**src/rtl/fsp_pkg.sv**
```systemverilog
package fsp_pkg;
    localparam int BYTE_W = 8;
    localparam int B_POLL = 7;   // complement-of-data bit
    localparam int B_TOG  = 6;   // toggles on every read while busy
    localparam int B_LIM  = 5;   // device time limit exceeded
    localparam int B_SECT = 2;   // toggles on sectors selected for erase

    typedef enum logic [2:0] {
        ST_IDLE,
        ST_REQ,
        ST_WAIT,
        ST_RCHK_REQ,
        ST_RCHK_WAIT
    } poll_state_t;

    typedef enum logic [1:0] {
        RES_DONE,
        RES_LIMIT,
        RES_TIMEOUT,
        RES_SUSP
    } poll_res_t;
endpackage

```
**src/rtl/fsp_status_decode.sv**
```systemverilog
module fsp_status_decode
    import fsp_pkg::*;
(
    input  logic [BYTE_W-1:0] cur,
    input  logic [BYTE_W-1:0] prev,
    input  logic              have_prev,
    input  logic              use_toggle,
    input  logic              op_erase,
    input  logic [BYTE_W-1:0] expect_byte,
    output logic              complete,
    output logic              susp_seen,
    output logic              limit_seen
);
    logic tog6, tog2, all_ones;

    always_comb begin
        tog6     = have_prev && (cur[B_TOG]  != prev[B_TOG]);
        tog2     = have_prev && (cur[B_SECT] != prev[B_SECT]);
        all_ones = &cur;
        if (use_toggle)
            complete = have_prev && !tog6 && (!op_erase || (!tog2 && all_ones));
        else
            complete = op_erase ? all_ones : (cur[B_POLL] == expect_byte[B_POLL]);
        susp_seen  = op_erase && have_prev && cur[B_POLL] && !tog6 && tog2;
        limit_seen = cur[B_LIM];
    end
endmodule

```
**src/rtl/fsp_poll_budget.sv**
```systemverilog
module fsp_poll_budget #(
    parameter int CNT_W = 8
) (
    input  logic             clk,
    input  logic             rst_n,
    input  logic             load,
    input  logic [CNT_W-1:0] limit,
    input  logic             step,
    output logic             last
);
    localparam logic [CNT_W-1:0] ONE = {{(CNT_W-1){1'b0}}, 1'b1};

    logic [CNT_W-1:0] cnt_q, lim_q, eff;

    assign eff  = (lim_q == '0) ? ONE : lim_q;
    assign last = ({1'b0, cnt_q} + {1'b0, ONE}) >= {1'b0, eff};

    always_ff @(posedge clk or negedge rst_n) begin
        if (!rst_n) begin
            cnt_q <= '0;
            lim_q <= '0;
        end else if (load) begin
            cnt_q <= '0;
            lim_q <= limit;
        end else if (step) begin
            cnt_q <= cnt_q + ONE;
        end
    end

    // the controller never continues polling once the budget is spent
    a_r9_step_within_budget: assert property (@(posedge clk) disable iff (!rst_n)
        step |-> !last);
    // the count stays below the effective budget
    a_r9_cnt_below_budget: assert property (@(posedge clk) disable iff (!rst_n)
        (cnt_q < eff) || (lim_q == '0 && cnt_q == '0));
endmodule

```
**src/rtl/flash_status_poller.sv**
```systemverilog
module flash_status_poller
    import fsp_pkg::*;
#(
    parameter int CNT_W = 8
) (
    input  logic              clk,
    input  logic              rst_n,
    input  logic              start,
    input  logic              use_toggle,
    input  logic              op_erase,
    input  logic [7:0]        expect_byte,
    input  logic [CNT_W-1:0]  max_polls,
    output logic              rd_req,
    input  logic [7:0]        rd_data,
    input  logic              rd_valid,
    output logic              busy,
    output logic              done_ok,
    output logic              fail_limit,
    output logic              fail_timeout,
    output logic              suspended,
    output logic [7:0]        last_data
);
    poll_state_t state_q, state_n;

    logic [BYTE_W-1:0] prev_q, last_q, exp_q;
    logic              have_prev_q, tog_q, erase_q;
    logic              done_q, lim_q, tmo_q, sus_q;
    logic              is_complete, is_susp, is_limit, budget_last;
    logic              launch, step, fin, accept;
    poll_res_t         fin_res;

    assign launch = (state_q == ST_IDLE) && start;
    assign accept = rd_valid && ((state_q == ST_WAIT) || (state_q == ST_RCHK_WAIT));

    fsp_status_decode u_dec (
        .cur        (rd_data),
        .prev       (prev_q),
        .have_prev  (have_prev_q),
        .use_toggle (tog_q),
        .op_erase   (erase_q),
        .expect_byte(exp_q),
        .complete   (is_complete),
        .susp_seen  (is_susp),
        .limit_seen (is_limit)
    );

    fsp_poll_budget #(.CNT_W(CNT_W)) u_bud (
        .clk  (clk),
        .rst_n(rst_n),
        .load (launch),
        .limit(max_polls),
        .step (step),
        .last (budget_last)
    );

    // Next state and per-read decision
    always_comb begin
        state_n = state_q;
        step    = 1'b0;
        fin     = 1'b0;
        fin_res = RES_DONE;
        unique case (state_q)
            ST_IDLE: if (start) state_n = ST_REQ;
            ST_REQ:  state_n = ST_WAIT;
            ST_WAIT: begin
                if (rd_valid) begin
                    if (is_susp) begin
                        fin = 1'b1; fin_res = RES_SUSP;
                    end else if (is_complete) begin
                        fin = 1'b1; fin_res = RES_DONE;
                    end else if (is_limit) begin
                        state_n = ST_RCHK_REQ;
                    end else if (budget_last) begin
                        fin = 1'b1; fin_res = RES_TIMEOUT;
                    end else begin
                        step = 1'b1; state_n = ST_REQ;
                    end
                end
            end
            ST_RCHK_REQ: state_n = ST_RCHK_WAIT;
            ST_RCHK_WAIT: begin
                if (rd_valid) begin
                    fin     = 1'b1;
                    fin_res = is_complete ? RES_DONE : RES_LIMIT;
                end
            end
            default: state_n = ST_IDLE;
        endcase
        if (fin) state_n = ST_IDLE;
    end

    // State register
    always_ff @(posedge clk or negedge rst_n) begin
        if (!rst_n) state_q <= ST_IDLE;
        else        state_q <= state_n;
    end

    // Output and capture registers
    always_ff @(posedge clk or negedge rst_n) begin
        if (!rst_n) begin
            prev_q      <= '0;
            last_q      <= '0;
            exp_q       <= '0;
            have_prev_q <= 1'b0;
            tog_q       <= 1'b0;
            erase_q     <= 1'b0;
            done_q      <= 1'b0;
            lim_q       <= 1'b0;
            tmo_q       <= 1'b0;
            sus_q       <= 1'b0;
        end else begin
            if (launch) begin
                exp_q       <= expect_byte;
                tog_q       <= use_toggle;
                erase_q     <= op_erase;
                have_prev_q <= 1'b0;
                done_q      <= 1'b0;
                lim_q       <= 1'b0;
                tmo_q       <= 1'b0;
                sus_q       <= 1'b0;
            end
            if (accept) begin
                last_q      <= rd_data;
                prev_q      <= rd_data;
                have_prev_q <= 1'b1;
            end
            if (fin) begin
                done_q <= (fin_res == RES_DONE);
                lim_q  <= (fin_res == RES_LIMIT);
                tmo_q  <= (fin_res == RES_TIMEOUT);
                sus_q  <= (fin_res == RES_SUSP);
            end
        end
    end

    assign rd_req       = (state_q == ST_REQ) || (state_q == ST_RCHK_REQ);
    assign busy         = (state_q != ST_IDLE);
    assign done_ok      = done_q;
    assign fail_limit   = lim_q;
    assign fail_timeout = tmo_q;
    assign suspended    = sus_q;
    assign last_data    = last_q;

    // never more than one result
    a_r11_one_result: assert property (@(posedge clk) disable iff (!rst_n)
        $onehot0({done_ok, fail_limit, fail_timeout, suspended}));
    // request is a single-cycle pulse
    a_r3_req_pulse: assert property (@(posedge clk) disable iff (!rst_n)
        rd_req |=> !rd_req);
    // idle outputs hold without a start
    a_r11_hold_idle: assert property (@(posedge clk) disable iff (!rst_n)
        (!busy && !start) |=> $stable({done_ok, fail_limit, fail_timeout, suspended, last_data}));
    // accepted start clears results and raises busy
    a_r2_start_clears: assert property (@(posedge clk) disable iff (!rst_n)
        (!busy && start) |=> (busy && !done_ok && !fail_limit && !fail_timeout && !suspended));
    // a device-limit failure only follows the recheck read
    a_r8_limit_after_recheck: assert property (@(posedge clk) disable iff (!rst_n)
        $rose(fail_limit) |-> $past(state_q == ST_RCHK_WAIT));
    // a result appears exactly when busy drops
    a_r12_result_with_idle: assert property (@(posedge clk) disable iff (!rst_n)
        $fell(busy) |-> (done_ok || fail_limit || fail_timeout || suspended));
endmodule

```
**config.mk**
```make
export PLATFORM = sky130hd
export DESIGN_NAME = flash_status_poller
export DESIGN_NICKNAME = d
export VERILOG_FILES = /design/src/rtl/fsp_pkg.sv /design/src/rtl/fsp_status_decode.sv /design/src/rtl/fsp_poll_budget.sv /design/src/rtl/flash_status_poller.sv
export SDC_FILE = /design/constraint.sdc
export NUM_CORES = 1
export LEC_CHECK = 0
export BUFFER_PORTS_ARGS = -buffer_cell sky130_fd_sc_hd__buf_2
export CAP_MARGIN = 25
export CELL_PAD_IN_SITES_DETAIL_PLACEMENT = 0
export CELL_PAD_IN_SITES_GLOBAL_PLACEMENT = 1
export CORE_ASPECT_RATIO = 0.6
export CORE_UTILIZATION = 41
export CTS_CLUSTER_DIAMETER = 80
export DETAILED_ROUTE_END_ITERATION = 6
export PLACE_DENSITY = 0.82
export SLEW_MARGIN = 20
export SYNTH_ARGS = -nofsm -noshare
export SYNTH_HDL_FRONTEND = slang
export SYNTH_SLANG_ARGS = --single-unit
```
**constraint.sdc**
```tcl
create_clock -name clk -period 3.25 [get_ports clk]
set_input_delay 0.1625 -clock clk [delete_from_list [all_inputs] [get_ports clk]]
set_output_delay 0.1625 -clock clk [all_outputs]
set_load 0.05 [all_outputs]
```
# Word level (Yosys, flattened, before mapping)
# Index checks and enable logic that the tools add are counted.
[totals] register_bits=42 latch_bits=0 ramBits=0 mem_bits_ro=0 in_bits=30 out_inout_bits=14 memories=0
[op_classes] add_sub_neg=2 n_mul=0 div_mod_pow=0 magnitude_cmp=1 eq_ne=16 shifts=0 n_mux=40 bitwise_logic=0 n_reduce_logical=26
[ops] op="$mux W8" n=3
[ops] op="$mux W1" n=22
[ops] op="$mux W3" n=7
[ops] op="$pmux W3 S5" n=1
[ops] op="$ne A3 B3 Y1 const B" n=4
[ops] op="$logic_and A1 B1 Y1" n=11
[ops] op="$mux W2" n=5
[ops] op="$add A8 B1 Y9 const B" n=1
[ops] op="$ge A9 B8 Y1" n=1
[ops] op="$add A8 B1 Y8 const B" n=1
[ops] op="$logic_not A8 Y1" n=1
[ops] op="$reduce_and A8 Y1" n=1
[ops] op="$eq A3 B2 Y1 const B" n=2
[ops] op="$reduce_and A6 Y1" n=1
[ops] op="$reduce_bool A2 Y1" n=3
[ops] op="$eq A2 B2 Y1 const B" n=2
[ops] op="$ne A4 B4 Y1 const B" n=1
[ops] op="$pmux W2 S2" n=1
[ops] op="$eq A3 B1 Y1 const B" n=1
[ops] op="$eq A3 B3 Y1 const B" n=1
[ops] op="$logic_not A1 Y1" n=3
[ops] op="$logic_not A3 Y1" n=1
[ops] op="$logic_or A1 B1 Y1" n=3
[ops] op="$reduce_bool A3 Y1" n=1
[ops] op="6 further kinds" n=7

# Longest topological paths before layout
# Gate-level depths: netlist (run 1).
[depth] depth_word=13 depth_mapped=13 mapped_depth_nobuf=12

# Cells and area by module
# A second synthesis (run 1) with hierarchy kept.
[unflattened] cells_unflattened=230 area_unflattened_um2=2270.9
[modules_own_cells] mod="flash_status_poller" n_inst=1 cells_each=114 area_each_um2=1222.4 seq_area_each_um2=650.6
[modules_own_cells] mod="fsp_poll_budget" n_inst=1 cells_each=102 area_each_um2=957.2 seq_area_each_um2=400.4
[modules_own_cells] mod="fsp_status_decode" n_inst=1 cells_each=14 area_each_um2=91.3 seq_area_each_um2=0.0

# Worst setup path after synthesis (run 1)
# No wires, ideal clock.
[synth_path] path_kind="register -> register" startpoint="register u_bud.cnt_q[0]" endpoint="register u_bud.cnt_q[0]" setup_ns=0.079 t_arrival_ns=2.321 t_required_ns=3.171 setup_slack_ns=0.849 stages_incl_launch_ff=13 cell_sequence="dfrtp_1 -> ha_1 -> nand3_2 -> nor2_2 -> nand2_1 -> xnor2_1 -> ha_1 -> a21oi_1 -> a21boi_1 -> nor3_4 -> and3_1 -> buf_6 -> mux2i_1"
[synth_between] elab_chain_len=9 elab_cells_between_ends=12 cone_classes="add/sub: 2; order compare: 1; mux: 8; reduce/logical: 1"
[synth_rtl] item="start, declared" line="fsp_poll_budget.sv:13" rtl="logic [CNT_W-1:0] cnt_q, lim_q, eff;"
[synth_rtl] item="start signal, assigned" line="fsp_poll_budget.sv:26" rtl="cnt_q <= cnt_q + ONE;"
[synth_rtl] item="$add A8 B1 Y9" line="fsp_poll_budget.sv:16" rtl="assign last = ({1'b0, cnt_q} + {1'b0, ONE}) >= {1'b0, eff};"
[synth_rtl] item="$ge A9 B8 Y1" line="fsp_poll_budget.sv:16"
[synth_rtl] item="$mux W1" line="flash_status_poller.sv:73" rtl="end else if (budget_last) begin"
[synth_rtl] item="$mux W1" line="flash_status_poller.sv:71" rtl="end else if (is_limit) begin"
[synth_rtl] item="$mux W1" line="flash_status_poller.sv:69" rtl="end else if (is_complete) begin"
[synth_rtl] item="$mux W1" line="flash_status_poller.sv:67" rtl="if (is_susp) begin"
[synth_rtl] item="$mux W1" line="flash_status_poller.sv:66" rtl="if (rd_valid) begin"
[synth_rtl] item="$mux W1" line="flash_status_poller.sv:62" rtl="unique case (state_q)"
[synth_rtl] item="$reduce_bool A2 Y1 (no source line)"
# Several ways; a longest one is shown, not always the timed one. The select of a mux whose other input is x is not followed.
# A chain may end at the register's enable or synchronous reset.

# Worst setup path in the final report (run 1)
# Same ends and word-level chain as after synthesis.

==> results of run 1 <==
==> routing by layer <==
metal	wire, µm	part of all wire, %
met5	0	0
met4	25	0.68
met3	213	5.8
met2	1230	34
met1	2190	60
==> metrics by stage <==
stage          setup slack, ns  hold slack [ns]  power [W]
2_1_floorplan            0.849           -0.133    0.00148
3_3_place_gp             0.463            0.280    0.00166
3_5_place_dp             0.417            0.283    0.00168
4_1_cts                  0.427            0.104    0.00197
5_1_grt                  0.193            0.108    0.00211
6_report                 0.437            0.112    0.00196
==> cells in the mapped netlist, types with 3 or more instances <==
cell type and instances:
dfrtp_1 35, ha_1 9, inv_1 12, mux2_2 18, mux2i_1 3, nand2_1 24, nand3_1 4, nand4_1 9
nor2_1 8, o21ai_0 9, xnor2_1 7, xor2_1 3
==> area by class of cell <==
type,instances,area (µm²),share of cell area (%)
clock inverter,1,5.00,0.227
timing repair buffer,37,190,8.63
tap,60,75.1,3.41
multi-input combinational,126,936,42.5
inverter,12,45.0,2.04
clock buffer,7,76.3,3.46
sequential,35,876,39.8
==> worst max path at each step <==
stage / slack [ns] / startpoint / end
final: 0.44 / u_bud.cnt_q[0] / u_bud.cnt_q[0]
after floorplan: 0.85 / u_bud.cnt_q[0] / u_bud.cnt_q[0]
after CTS: 0.43 / u_bud.cnt_q[0] / u_bud.cnt_q[0]
after global placement: 0.46 / u_bud.cnt_q[0] / u_bud.cnt_q[1]
after global routing: 0.19 / u_bud.cnt_q[0] / u_bud.cnt_q[1]
after detailed placement: 0.42 / u_bud.cnt_q[0] / u_bud.cnt_q[1]
==> state kept, by name (all words and copies together), names as in the netlist <==
| register | cells |
|---|---|
| u_bud.cnt_q | 8 |
| state_q | 3 |
| suspended | 1 |
| fail_timeout | 1 |
| exp_q | 1 |
| done_ok | 1 |
| tog_q | 1 |
| have_prev_q | 1 |
| fail_limit | 1 |
| last_data | 8 |
| erase_q | 1 |
| u_bud.lim_q | 8 |
==> cell families (layout without fill, tap and decap cells) <==
kind of cell	Yosys count	in the layout	synth area share (%)
multiplexers	21	21	12.3
flip-flops	35	35	46.3
AND/OR/NAND/NOR	59	59	15.9
buffers and inverters	17	57	4.23
adder cells (fa/ha/maj)	9	9	5.95
AO/OA/AOI/OAI	27	27	10.6
XOR/XNOR	10	10	4.63
==> power groups by stage <==
stage                     logic (W)  clock network (W)  registers, W
after floorplan            0.000550                  0      0.000930
after global placement     0.000934                  0      0.000728
after detailed placement   0.000940                  0      0.000735
after CTS                  0.000942           0.000303      0.000728
after global routing        0.00103           0.000323      0.000754
final                      0.000939           0.000297      0.000728
==> reports/results.ini, run 1 <==
[status]
status = complete, no violations

[worst_setup_path]
cp_slowest_stage_delay_ns = 0.45
endpoint_kind = flip-flop
reg2regPathDepth = 11
cp.required_ns = 3.46
r2r-end = u_bud.cnt_q[0]
critical_path_class = flip-flop to flip-flop
crit_fanout = 8
cp.buffers_inverters = 0
cp_slowest_cell = dfrtp_1
cp.depth = 11
crit_top_cell = ha_1
path_delay_family = simple AND/OR/NAND/NOR gates
r2r_slack_ns = 0.44
worstPathArrival_ns = 3.02
cp_cell_sequence = ha_1, nand3_2, nor2_2, nand2_1, xnor2_1, ha_1, a21oi_1, a21boi_1, nor3_4, and3_1, mux2i_1
worst_r2r_startpoint = u_bud.cnt_q[0]
cp-start-kind = flip-flop

[yosys]
synthDominantCellAreaShare_pct = 46.3
async_flop_share_pct = 100
synth-main-ff-cell = dfrtp_1
ys_ff_latch = 35
synth_area_leaders = dfrtp_1 (46%), mux2_2 (11%), ha_1 (6.0%)
synth_edf_count = 0
avgSynthCellArea_um2 = 10.6
yosysWarnings = 0
syn_area_um2 = 1890
ys_seq_area_share_pct = 46.3
syn_inst = 178
synth.distinct_cells = 41
yosys.area.top_type = dfrtp_1
synth_nets = 217

[clock_network]
cts_max_path_buffers = 2
hold_buffers = 1
clock_latency_ns = 0.28
cts_tree = done
cts-buffers-inserted = 5
clock_sinks = 35
root_buffer = clkbuf_8
cts-htree-levels = 2
clkTransAtPathRegs_ns = 0.07
cts_setup_buffers = 0
cts-resized-gates = 0

[place]
portBuffers = 36
post-dp-hpwl_um = 2780
dpl_cell_area_um2 = 2110
place_congestion = 0.768
dp_cells = 269

[job]
drv_cap = 0

[finish]
drive_gt1_share_pct = 30.7
layout_commonest_cell = buf_2
final_core_util_pct = 51.8
instances_no_fill = 278
final.fill_count = 404
mostFrequentLayoutCells = buf_2 (36), dfrtp_1 (35), nand2_1 (24)
nets = 256
final_area_um2 = 2200
area_growth_pct = 16.5
antenna_cells = 0

[grt]
antenna_found_initial = 0
use_met2_pct = 21.7
top_usage_layer = met1
grt_usage_pct = 18.1
first_global_vias = 1292
met1_usage_pct = 29.5
grt_pass1_wl_um = 6370
grt_max_degree = 36
grt_overflow_total = 0
grtUsageMet3_pct = 5.58

[worst_hold_path]
hp-start = max_polls[6]
holdPathEnd = u_bud.lim_q[6]
min_path_cells = 2
hold_path.class = input port to flip-flop

[power_and_ir_drop]
irDropWorstVdd_mv = 0.617
intPower_w = 0.00108
p_comb_share_pct = 47.8
power_leakage_nw = 1.04
p_per_area_nw_per_um2 = 891
power_frac_seq_pct = 37.0
netSwitchingPower_w = 0.000885
swShare_pct = 45.1
pwr-share-clk_pct = 15.1

[floorplan]
dieArea_um2 = 4900
std_cell_rows = 18
die_x_um = 89.7
core_area_um2 = 4260
die_h_um = 54.6
ios = 44
start_util_pct = 44.4

[timing]
fin_skew_ns = 0.00585
worst_slew_pin_slew_ns = 0.968
clock.fmax_mhz = 355
relSlewSlack_pct = 35.3
rsz0062_at_grt = false
finalSetupTns_ns = 0
period_share_pct = 86.6
period_needed_ns = 2.81
slew_viol_final = 0
hold_viol = 0
setup_viol = 0

[drt]
post_drt_wl_per_cell_um = 13.2
vias = 1412
drt_first_pass_iters = 4
drt-vias-per-instance = 5.08
drt_iter0_markers = 77
drt-total-wl_um = 3660
drc = 0
drtAntennaViolNets = 0

(Power assumes the default switching activity.)
==> inputs of run 2 (changes only) <==
- CORE_ASPECT_RATIO: 0.6 -> not set
==> reports/results.ini, run 2 (synthesis results as in run 1) <==
[place]
place_worst_setup_slack_ns = 0.615  ; was 0.417 ns
dp_cells = 263  ; was 269
post-dp-hpwl_um = 2670  ; was 2780 µm
portBuffers = 36  ; unchanged
place_congestion = 0.752  ; was 0.768

[worst_setup_path]
cp-start-kind = flip-flop  ; unchanged
cp.required_ns = 3.46  ; about the same
crit_fanout = 8  ; unchanged
worst_r2r_startpoint = u_bud.cnt_q[0]  ; unchanged
critical_path_class = flip-flop to flip-flop  ; unchanged
r2r_slack_ns = 0.58  ; was 0.44 ns
worstPathArrival_ns = 2.88  ; was 3.02 ns
reg2regPathDepth = 11  ; unchanged
r2r-end = u_bud.cnt_q[0]  ; unchanged
endpoint_kind = flip-flop  ; unchanged

[drt]
vias = 1451  ; was 1,412
drt-total-wl_um = 3750  ; was 3660 µm
drtAntennaViolNets = 0  ; unchanged
drt-vias-per-instance = 5.33  ; was 5.08
post_drt_wl_per_cell_um = 13.8  ; was 13.2 µm
drc = 0  ; unchanged
drt_first_pass_iters = 4  ; unchanged
drt_iter0_markers = 129  ; was 77

[clock_network]
cts_max_path_buffers = 2  ; unchanged
cts-htree-levels = 2  ; unchanged
cts-buffers-inserted = 5  ; unchanged
clkTransAtPathRegs_ns = 0.07  ; about the same
cts_tree = done  ; unchanged
clock_sinks = 35  ; unchanged
clock_latency_ns = 0.29  ; was 0.28 ns
root_buffer = clkbuf_8  ; unchanged
cts_setup_buffers = 0  ; unchanged

[grt]
grt_max_degree = 36  ; unchanged
grt_usage_pct = 17.0  ; was 18.1%
grt_overflow_total = 0  ; unchanged
grt_pass1_wl_um = 6530  ; was 6370 µm
antenna_found_initial = 0  ; unchanged
first_global_vias = 1419  ; was 1,292

[finish]
multi_input_area_um2 = 936  ; unchanged
nets = 258  ; was 256
instances_no_fill = 272  ; was 278
area_growth_pct = 19.4  ; was 16.5%
layout_commonest_cell = buf_2  ; unchanged
final.fill_count = 404  ; unchanged
mostFrequentLayoutCells = buf_2 (36), dfrtp_1 (35), nand2_1 (24)  ; unchanged
drive_gt1_share_pct = 31.8  ; was 30.7%
antenna_cells = 0  ; unchanged
seqCellArea_um2 = 876  ; unchanged

[floorplan]
die_x_um = 69.9  ; was 89.7 µm
ios = 44  ; unchanged
start_util_pct = 43.2  ; was 44.4%
core_area_um2 = 4380  ; was 4260 µm²
dieArea_um2 = 4890  ; was 4900 µm²
die_h_um = 69.9  ; was 54.6 µm
std_cell_rows = 24  ; was 18

[power_and_ir_drop]
pwr-share-clk_pct = 21.7  ; was 15.1%
swShare_pct = 41.8  ; was 45.1%
netSwitchingPower_w = 0.000896  ; was 0.000885 W
power_leakage_nw = 1.07  ; was 1.04 nW
totalPowerFinal_w = 0.00214  ; was 0.00196 W
power_frac_seq_pct = 33.8  ; was 37.0%
p_comb_share_pct = 44.5  ; was 47.8%
irDropWorstVdd_mv = 0.540  ; was 0.617 mV
p_per_area_nw_per_um2 = 949  ; was 891 nW/µm²
intPower_w = 0.00125  ; was 0.00108 W

[timing]
finalSetupTns_ns = 0  ; unchanged
worst_slew_pin_slew_ns = 0.907  ; was 0.968 ns
hold_viol = 0  ; unchanged
fin_ws_ns = 0.576  ; was 0.437 ns
setup_viol = 0  ; unchanged
period_needed_ns = 2.67  ; was 2.81 ns
rsz0062_at_grt = false  ; unchanged
slew_viol_final = 0  ; unchanged
period_share_pct = 82.3  ; was 86.6%
clock.fmax_mhz = 374  ; was 355 MHz
relSlewSlack_pct = 39.4  ; was 35.3%
fin_skew_ns = 0.00938  ; was 0.00585 ns

[worst_hold_path]
hp-start = max_polls[7]  ; was max_polls[6]
hold_path.class = input port to flip-flop  ; unchanged
min_path_cells = 2  ; unchanged
holdPathEnd = u_bud.lim_q[7]  ; was u_bud.lim_q[6]

[job]
drv_cap = 0  ; unchanged

[status]
status = complete, no violations  ; unchanged

run 2: cell count changes in the layout (fill, tap and decap cells not counted):
cell       delta
buf_4         +2
clkbuf_1      -1
clkinv_2      -1
bufinv_16     +2
run 2: worst max-delay path, stage by stage (launching register included):
cell,delay (ns)
dfrtp_1,0.44
ha_1,0.23
nand3_2,0.11
nor2_2,0.12
nand2_1,0.07
xnor2_1,0.23
ha_1,0.30
a21oi_1,0.15
a21boi_1,0.14
nor3_4,0.20
and3_1,0.39
mux2i_1,0.22
run 2: metrics by stage:
step / util, % / hold WS, ns / instance area [µm²]
finish: 51.5 / 0.0995 / 2260
global route: 51.5 / 0.0978 / 2260
CTS: 51.5 / 0.0907 / 2260
detailed placement: 48.3 / 0.294 / 2120
global placement: 48.3 / 0.286 / 2120
floorplan: - / -0.133 / 1890
run 2: how the worst max path moves through the flow:
stage                              start        endpoint  slack (ns)  cells past startpoint
after floorplan           u_bud.cnt_q[0]  u_bud.cnt_q[0]        0.85                     12
after global placement    u_bud.cnt_q[0]  u_bud.cnt_q[1]        0.66                     11
after detailed placement  u_bud.cnt_q[0]  u_bud.cnt_q[0]        0.62                     11
after CTS                 u_bud.cnt_q[0]  u_bud.cnt_q[0]        0.56                     11
after global routing      u_bud.cnt_q[0]  u_bud.cnt_q[0]        0.35                     11
final                     u_bud.cnt_q[0]  u_bud.cnt_q[0]        0.58                     11
run 2: power groups by stage:
stage / logic [W] / registers [W] / clock network [W]
6_report: 0.000954 / 0.000724 / 0.000466
5_1_grt: 0.00104 / 0.000752 / 0.000497
4_1_cts: 0.000963 / 0.000725 / 0.000477
3_5_place_dp: 0.000959 / 0.000734 / 0
3_3_place_gp: 0.000946 / 0.000725 / 0
2_1_floorplan: 0.000550 / 0.000930 / 0
run 2: area by class of cell:
cell class	instances	area share [%]
Clock buffer	6	3.21
Clock inverter	2	2.66
Inverter	12	1.99
Multi-Input combinational cell	126	41.4
Sequential cell	35	38.8
Tap cell	52	2.88
Timing Repair Buffer	39	9.08
run 2: repair_timing:
item / in CTS / in global routing
hold endpoints to repair: 35 / 0
hold buffers: 1 / 0
gates resized for setup: 0 / 0
run 2: routing by layer:
layer	share of wire, %	global-route usage (%)	vias up
met2	47	26.1	25
met3	3.0	3.03	5
li1	-	-	717
met5	0	0	-
met1	49	23.1	704
met4	1.4	8.44	0
==> inputs of run 3 (changes only) <==
- clock period: 3.25 -> 2.6 ns (I/O delays scaled with it)
==> reports/results.ini, run 3 (synthesis results as in run 1) <==
[drt]
drt-total-wl_um = 3650  ; was 3750 µm
drc = 0  ; unchanged
met2_length_um = 1640  ; was 1750 µm
drt-vias-per-instance = 5.04  ; was 5.33
dr_wl_met3_um = 123  ; was 111 µm
highest_layer = met4  ; unchanged
drt_first_pass_iters = 4  ; unchanged
m1WireLength_um = 1830  ; was 1840 µm
drt_iter0_markers = 63  ; was 129
vias = 1420  ; was 1,451
post_drt_wl_per_cell_um = 12.9  ; was 13.8 µm
drtAntennaViolNets = 0  ; unchanged

[place]
place_worst_setup_slack_ns = 0.0213  ; was 0.615 ns
post-dp-hpwl_um = 2680  ; was 2670 µm
portBuffers = 36  ; unchanged
dpl_cell_area_um2 = 2140  ; was 2120 µm²
place_congestion = 0.759  ; was 0.752
dp_cells = 266  ; was 263

[timing]
worst_slew_pin_slew_ns = 0.771  ; was 0.907 ns
fin_ws_ns = 0.144  ; was 0.576 ns
period_needed_ns = 2.46  ; was 2.67 ns
hold_viol = 0  ; unchanged
fin_skew_ns = 0.00220  ; was 0.00938 ns
setup_viol = 0  ; unchanged
relSlewSlack_pct = 48.6  ; was 39.4%
period_share_pct = 94.5  ; was 82.3%
clock.fmax_mhz = 407  ; was 374 MHz
finalSetupTns_ns = 0  ; unchanged
slew_viol_final = 0  ; unchanged

[worst_setup_path]
r2r_slack_ns = 0.14  ; was 0.58 ns
endpoint_kind = flip-flop  ; unchanged
crit_fanout = 4  ; was 8
cp-startpoint = u_bud.cnt_q[0]  ; unchanged
r2r-end = done_ok  ; was u_bud.cnt_q[0]
cp-endpoint = done_ok  ; was u_bud.cnt_q[0]
reg2regPathDepth = 12  ; was 11
worstPathArrival_ns = 2.67  ; was 2.88 ns
cp.required_ns = 2.81  ; was 3.46 ns
critical_path_class = flip-flop to flip-flop  ; unchanged
cp-start-kind = flip-flop  ; unchanged
worst_r2r_startpoint = u_bud.cnt_q[0]  ; unchanged

[finish]
mostFrequentLayoutCells = buf_2 (36), dfrtp_1 (35), nand2_1 (23)  ; was buf_2 (36), dfrtp_1 (35), nand2_1 (24)
area_growth_pct = 24.8  ; was 19.4%
drive_gt1_share_pct = 37.8  ; was 31.8%
instances_no_fill = 282  ; was 272
antenna_cells = 0  ; unchanged
final.fill_count = 400  ; was 404
nets = 268  ; was 258
layout_commonest_cell = buf_2  ; unchanged
final_core_util_pct = 53.9  ; was 51.5%
final_area_um2 = 2360  ; was 2260 µm²

[grt]
grt_max_degree = 36  ; unchanged
antenna_found_initial = 0  ; unchanged
grt_usage_pct = 16.7  ; was 17.0%
grt_overflow_total = 0  ; unchanged
first_global_vias = 1385  ; was 1,419
grt_pass1_wl_um = 6370  ; was 6530 µm

[clock_network]
cts-htree-levels = 2  ; unchanged
clkTransAtPathRegs_ns = 0.07  ; about the same
clock_latency_ns = 0.29  ; about the same
cts-buffers-inserted = 5  ; unchanged
root_buffer = clkbuf_8  ; unchanged
cts_tree = done  ; unchanged
cts_max_path_buffers = 2  ; unchanged
clock_sinks = 35  ; unchanged

[power_and_ir_drop]
netSwitchingPower_w = 0.00114  ; was 0.000896 W
power_frac_seq_pct = 33.6  ; was 33.8%
irDropWorstVdd_mv = 0.589  ; was 0.540 mV
pwr-share-clk_pct = 18.9  ; was 21.7%
power_leakage_nw = 1.13  ; was 1.07 nW
p_per_area_nw_per_um2 = 1140  ; was 949 nW/µm²
intPower_w = 0.00155  ; was 0.00125 W
swShare_pct = 42.4  ; was 41.8%
p_comb_share_pct = 47.5  ; was 44.5%

[floorplan]
die_h_um = 69.9  ; unchanged
ios = 44  ; unchanged
dieArea_um2 = 4890  ; unchanged
std_cell_rows = 24  ; unchanged
start_util_pct = 43.2  ; unchanged
core_area_um2 = 4380  ; unchanged
die_x_um = 69.9  ; unchanged

[worst_hold_path]
hold_path.class = input port to flip-flop  ; unchanged

[job]
drv_cap = 0  ; unchanged

[status]
status = complete, no violations  ; unchanged

[run 3: metal layers]
layer	global-route usage, %	vias to the layer above
li1	-	733
met1	22.5	660
met2	25.5	20
met3	4.62	7
met4	6.67	0
met5	0	-
[run 3: power by group through the flow]
stage / clock network, W / registers, W / logic (W)
after floorplan: 0 / 0.00116 / 0.000687
after global placement: 0 / 0.000904 / 0.00120
after detailed placement: 0 / 0.000913 / 0.00122
after CTS: 0.000518 / 0.000902 / 0.00124
after global routing: 0.000546 / 0.000937 / 0.00140
final: 0.000506 / 0.000903 / 0.00128
[run 3: per-stage QoR]
| step | hold slack, ns | power [W] |
|---|---|---|
| floorplan | -0.166 | 0.00185 |
| CTS | 0.0587 | 0.00266 |
| global route | 0.0577 | 0.00288 |
| global placement | 0.256 | 0.00211 |
| finish | 0.0683 | 0.00269 |
| detailed placement | 0.252 | 0.00214 |
[run 3: cell type report]
class / count / area, µm² / share of cell area [%]
well taps: 52 / 65.1 / 2.76
clock inverters: 2 / 35.0 / 1.48
inverters: 12 / 45.0 / 1.91
flip-flops and latches: 35 / 876 / 37.1
clock buffers: 6 / 82.6 / 3.50
multi-input cells: 126 / 977 / 41.4
repair buffers: 49 / 280 / 11.9
[run 3: timing repair]
action	4_1_cts	5_1_grt
buffers inserted	1	6
endpoints found under the hold margin	35	0
gates resized for setup	1	12
hold buffers	1	0
setup endpoints to repair	4	13
pin swaps	2	8
[run 3: worst max-delay path, stage by stage (launching register included)]
cell     delay (ns)
dfrtp_1        0.36
ha_2           0.20
nand3_2        0.10
nor2_2         0.16
nand2_2        0.08
xnor2_2        0.16
ha_1           0.32
nand4_1        0.08
nor2_1         0.10
o31a_1         0.26
o31ai_4        0.13
a31oi_4        0.24
mux2i_1        0.21
[run 3: how the worst min path moves through the flow]
stage / from / cells past startpoint / to / slack (ns)
floorplan: rst_n / 0 / done_ok / -0.17
global placement: rst_n / 1 / state_q[0] / 0.26
detailed placement: rst_n / 1 / state_q[2] / 0.25
CTS: use_toggle / 2 / tog_q / 0.06
global route: op_erase / 2 / erase_q / 0.06
finish: use_toggle / 2 / tog_q / 0.07
